**src/rtl/pwm_tick_pkg.sv**
```systemverilog
package pwm_tick_pkg;

  localparam int unsigned NUM_GROUPS = 2;

  // Terminal count of a power-of-two prescaler for a given code.
  function automatic int unsigned pri_last(input int unsigned code);
    return (32'd1 << code) - 32'd1;
  endfunction

  // Terminal count of the scaled divider's inner counter; zero means full range.
  function automatic int unsigned sec_last(input int unsigned scale,
                                           input int unsigned width);
    if (scale == 0) return (32'd1 << width) - 32'd1;
    return scale - 32'd1;
  endfunction

  // Group owning a channel: bit 1 of the channel index.
  function automatic int unsigned chan_group(input int unsigned ch);
    return (ch >> 1) & 32'd1;
  endfunction

endpackage

```
**src/rtl/pwm_pri_div.sv**
```systemverilog
module pwm_pri_div
  import pwm_tick_pkg::*;
#(
  parameter int unsigned CODE_W = 3
) (
  input  logic              clk,
  input  logic              rst_n,
  input  logic [CODE_W-1:0] code,
  output logic              tick,
  output logic              restart
);
  localparam int unsigned CNT_W = (1 << CODE_W) - 1;

  logic [CODE_W-1:0] code_q;
  logic [CNT_W-1:0]  cnt;
  logic              at_last;

  assign restart = (code != code_q);
  assign at_last = (cnt == CNT_W'(pri_last(32'(code))));
  assign tick    = rst_n && !restart && at_last;

  always_ff @(posedge clk or negedge rst_n) begin
    if (!rst_n) begin
      code_q <= '0;
      cnt    <= '0;
    end else begin
      code_q <= code;
      if (restart || at_last) cnt <= '0;
      else                    cnt <= cnt + 1'b1;
    end
  end
endmodule

```
**src/rtl/pwm_sec_div.sv**
```systemverilog
module pwm_sec_div
  import pwm_tick_pkg::*;
#(
  parameter int unsigned SCALE_W = 8
) (
  input  logic               clk,
  input  logic               rst_n,
  input  logic               pri_tick,
  input  logic               pri_restart,
  input  logic [SCALE_W-1:0] scale,
  output logic               tick
);
  logic [SCALE_W-1:0] scale_q;
  logic [SCALE_W-1:0] cnt;
  logic               phase;
  logic               restart;
  logic               wrap;

  assign restart = pri_restart || (scale != scale_q);
  assign wrap    = pri_tick && (cnt == SCALE_W'(sec_last(32'(scale), SCALE_W)));
  assign tick    = wrap && phase && !restart;

  always_ff @(posedge clk or negedge rst_n) begin
    if (!rst_n) begin
      scale_q <= '0;
      cnt     <= '0;
      phase   <= 1'b0;
    end else begin
      scale_q <= scale;
      if (restart) begin
        cnt   <= '0;
        phase <= 1'b0;
      end else if (wrap) begin
        cnt   <= '0;
        phase <= ~phase;
      end else if (pri_tick) begin
        cnt   <= cnt + 1'b1;
      end
    end
  end
endmodule

```
**src/rtl/pwm_tick_route.sv**
```systemverilog
module pwm_tick_route
  import pwm_tick_pkg::*;
#(
  parameter int unsigned NUM_CH = 8
) (
  input  logic [NUM_GROUPS-1:0] pri_tick,
  input  logic [NUM_GROUPS-1:0] sec_tick,
  input  logic [NUM_CH-1:0]     sel,
  output logic [NUM_CH-1:0]     ch_tick
);
  for (genvar i = 0; i < NUM_CH; i++) begin : g_ch
    localparam int unsigned GRP = chan_group(i);
    assign ch_tick[i] = sel[i] ? sec_tick[GRP] : pri_tick[GRP];
  end
endmodule

```
**src/rtl/pwm_tick_gen.sv**
```systemverilog
module pwm_tick_gen
  import pwm_tick_pkg::*;
#(
  parameter int unsigned CODE_W  = 3,
  parameter int unsigned SCALE_W = 8,
  parameter int unsigned NUM_CH  = 8
) (
  input  logic                           clk,
  input  logic                           rst_n,
  input  logic [NUM_GROUPS*(CODE_W+1)-1:0] presc_cfg,
  input  logic [SCALE_W-1:0]             scale_a,
  input  logic [SCALE_W-1:0]             scale_b,
  input  logic [NUM_CH-1:0]              src_sel,
  output logic                           tick_a,
  output logic                           tick_b,
  output logic                           tick_sa,
  output logic                           tick_sb,
  output logic [NUM_CH-1:0]              ch_tick
);
  localparam int unsigned FIELD_W = CODE_W + 1;

  // Named internal events, one bit per group.
  logic [NUM_GROUPS-1:0] pri_tick_ev;
  logic [NUM_GROUPS-1:0] pri_restart_ev;
  logic [NUM_GROUPS-1:0] sec_tick_ev;
  logic [SCALE_W-1:0]    scale_grp [NUM_GROUPS];

  assign scale_grp[0] = scale_a;
  assign scale_grp[1] = scale_b;

  for (genvar g = 0; g < NUM_GROUPS; g++) begin : g_grp
    pwm_pri_div #(.CODE_W(CODE_W)) u_pri (
      .clk     (clk),
      .rst_n   (rst_n),
      .code    (presc_cfg[g*FIELD_W +: CODE_W]),
      .tick    (pri_tick_ev[g]),
      .restart (pri_restart_ev[g])
    );
    pwm_sec_div #(.SCALE_W(SCALE_W)) u_sec (
      .clk         (clk),
      .rst_n       (rst_n),
      .pri_tick    (pri_tick_ev[g]),
      .pri_restart (pri_restart_ev[g]),
      .scale       (scale_grp[g]),
      .tick        (sec_tick_ev[g])
    );
  end

  pwm_tick_route #(.NUM_CH(NUM_CH)) u_route (
    .pri_tick (pri_tick_ev),
    .sec_tick (sec_tick_ev),
    .sel      (src_sel),
    .ch_tick  (ch_tick)
  );

  assign tick_a  = pri_tick_ev[0];
  assign tick_b  = pri_tick_ev[1];
  assign tick_sa = sec_tick_ev[0];
  assign tick_sb = sec_tick_ev[1];
endmodule

```
**config.mk**
```make
export PLATFORM = sky130hd
export DESIGN_NAME = pwm_tick_gen
export DESIGN_NICKNAME = d
export VERILOG_FILES = /design/src/rtl/pwm_tick_pkg.sv /design/src/rtl/pwm_pri_div.sv /design/src/rtl/pwm_sec_div.sv /design/src/rtl/pwm_tick_route.sv /design/src/rtl/pwm_tick_gen.sv
export SDC_FILE = /design/constraint.sdc
export NUM_CORES = 1
export LEC_CHECK = 0
export ABC_CLOCK_PERIOD_IN_PS = 3850
export CORE_ASPECT_RATIO = 0.6
export CORE_MARGIN = 5
export CORE_UTILIZATION = 39
export DETAILED_ROUTE_END_ITERATION = 16
export PLACE_DENSITY_LB_ADDON = 0.25
export SYNTH_ARGS = -nofsm -noshare
export SYNTH_HDL_FRONTEND = slang
export SYNTH_SLANG_ARGS = --single-unit
```
**constraint.sdc**
```tcl
create_clock -name clk -period 3.85 [get_ports clk]
set_input_delay 0.5775 -clock clk [delete_from_list [all_inputs] [get_ports clk]]
set_output_delay 0.5775 -clock clk [all_outputs]
set_load 0.02 [all_outputs]
```
==> results of run 1 <==
[synth_stat cells, drive strengths merged, types with 3 or more instances]
cell type,count
buf,9
nand3,19
xor2,44
inv,13
nand3b,3
mux2i,5
nor3b,7
or3,8
nor2b,6
clkbuf,12
o21ai,16
dfrtp,54
nor3,13
a211o,3
nand2b,5
a21oi,24
nor2,32
or4,7
xnor2,13
a211oi,6
and3,9
ha,9
a21o,3
nor4,9
nand2,20
[layout make-up]
class / instances / area [sq um]
Inverter: 13 / 48.80
Tap cell: 116 / 145.1
Sequential cell: 54 / 1351
Clock inverter: 1 / 30.03
Multi-Input combinational cell: 305 / 2146
Fill cell: 816 / 4362
Timing Repair Buffer: 107 / 865.8
Clock buffer: 6 / 138.9
[timing repair]
action | in CTS | in global routing
pin swaps | 0 | 4
hold endpoints to repair | 0 | 0
resized for setup | 29 | 21
setup endpoints to repair | 12 | 12
[path summary, 6_finish.rpt]
path	end	cells past startpoint	slack, ps	from
min in group clk	g_grp[0].u_pri.cnt[0]	1	500	g_grp[0].u_pri.cnt[0]
min reg2reg	g_grp[0].u_pri.cnt[0]	1	500	g_grp[0].u_pri.cnt[0]
min	g_grp[1].u_pri.cnt[6]	1	230	rst_n
max reg2reg	g_grp[1].u_sec.cnt[6]	9	1320	g_grp[1].u_pri.cnt[4]
max	ch_tick[5]	9	110	scale_a[1]
max in group asynchronous	g_grp[1].u_sec.scale_q[4]	2	2770	rst_n
[state kept, by name (all words and copies together) (netlist names)]
name                 count
g_grp.u_pri.cnt         14
g_grp.u_sec.phase        2
g_grp.u_pri.code_q       6
g_grp.u_sec.cnt         16
g_grp.u_sec.scale_q     16
[cell families after synthesis]
logic type / Yosys count / share of synthesized area
fa+ha+maj: 9 / 0.03139
buf+inv: 34 / 0.04220
simple gates: 153 / 0.2428
mux: 5 / 0.01395
compound gates: 80 / 0.1475
xor+xnor: 58 / 0.1454
flops: 54 / 0.3767
[per-stage QoR]
step	area (sq um)	worst slack [ps]	hold slack, ps
finish	4726	106.8	234.3
global placement	4536	-346.4	483.9
floorplan	3587	310.9	281.9
CTS	4733	3.663	240.4
global route	4726	-11.06	277.1
detailed placement	4536	-441.9	492.3
[metal layers]
metal | part of all wire | GRT usage | vias up
met2 | 0.42 | 0.2382 | 51
met1 | 0.53 | 0.2474 | 1511
met4 | 0.0084 | 0.03735 | 0
li1 | - | - | 1595
met3 | 0.045 | 0.03473 | 7
met5 | 0 | 0 | -
[power breakdown]
group | internal, mW | switching [mW]
registers | 0.581 | 0.00744
logic | 0.106 | 0.103
clock network | 0.321 | 0.199
total | 1.01 | 0.310
==> flow_summary.ini, run 1 <==
[floorplanning]
die_w_um = 133.8
die_h_um = 84.29
io_pins = 46
initial_core_util = 0.3947
coreArea_sq_um = 9087
dieArea_sq_um = 11280
rows = 27

[global_routing]
grt_pass1_wl_mm = 15.37
globalRouteOverflowTotal = 0
grt_pass1_vias = 3183
grt.total_usage = 0.1635
grt_max_degree = 37
antenna_found_initial = 0

[synth]
synthCells = 393
synth_nets = 436
synthDistinctLibCells = 63
postSynthAreaPerCell_sq_um = 9.128
seq_area_frac_synth = 0.3767
synth_area_leaders = dfrtp_1, xor2_1, a21oi_1, nor2_1, xnor2_1
synthFlopType = dfrtp_1
syn_area_sq_um = 3587
synth_async_sr_flop_share = 1.000
synth_seq_cells = 54
synth.top_cell.area_share = 0.3767
yosysWarnings = 0
synth-edff-count = 0
synth_top_area_cell = dfrtp_1

[setup_path]
startpoint_type = primary input
crit_type = primary input to primary output
crit_slowest_cell = or4_1
crit_path_end_kind = primary output
required_ps = 3270
cp.buffers_inverters = 2
path_cells = clkdlybuf4s50_1, or3_1, o31a_1, or4_1, a211oi_2, and2_4, nand3_2, a21oi_1, buf_4
crit_fanout = 5
critPathArrivalTime_ps = 3170
crit_path_max_incr_delay_ps = 500
crit_family = simple AND/OR/NAND/NOR gates

[sta]
fin_skew_ps = 3.171
finalCritPeriodShare = 0.9723
max_freq_ghz = 0.2671
final_max_slew_viol_count = 0
setup_violations = 0
slew-limit-headroom = 0.6335
fin_setup_tns_ps = 0
fin_crit_ps = 3743
finalHoldViolations = 0
tightest_slew_ps = 549.8

[placed_design]
dp.cells = 595
io_buffers = 43
dpl.hpwl_mm = 6.645
gp_congestion = 0.8510

[drt]
first_pass_iters = 5
drt_iter0_drc = 181
num_vias = 3164
drt-wirelength-per-cell_um = 14.58
drc = 0
wirelength_mm = 8.779
via_per_inst = 5.256
ant_nets = 0

[clocking]
cts_made_buffers = 5
clockBufferDepth = 2
path_clk_slew_ps = 70
clk_latency_ps = 290
htreeDepth = 2
cts_root_buffer = clkbuf_16
post-cts-setup-buffer-count = 0
cts_tree = built
cts_sinks = 54
ctsHoldBuffers = 0

[finish]
mostFrequentLayoutCell = buf_4
nets = 529
diodes = 0
syn_to_final_growth_pct = 31.74
drive_gt1_frac = 0.2078
fin_util = 0.5200
finalNonFillerCells = 602
final_cell_mix = buf_4, dfrtp_1, xor2_1

[pwr]
leakage_nw = 2.025
ir_drop_mv = 0.1737
power-per-cell-area_nw_per_um2 = 279.0
finalPower_mw = 1.318

[run_status]
status = finished clean

[run]
drv_cap = 0

[worst_hold_path]
hp-class = primary input to async pin
Note: power is estimated with default switching activity, not from simulation.
==> inputs of run 2 (changes only) <==
--- a/config.mk
+++ b/config.mk
@@ -11,6 +11,7 @@
 export CORE_UTILIZATION = 39
 export DETAILED_ROUTE_END_ITERATION = 16
 export PLACE_DENSITY_LB_ADDON = 0.25
+export SLEW_MARGIN = 10
 export SYNTH_ARGS = -nofsm -noshare
 export SYNTH_HDL_FRONTEND = slang
 export SYNTH_SLANG_ARGS = --single-unit
==> results of run 2 <==
No change in the layout: final DEF, timing and power equal those of run 1.
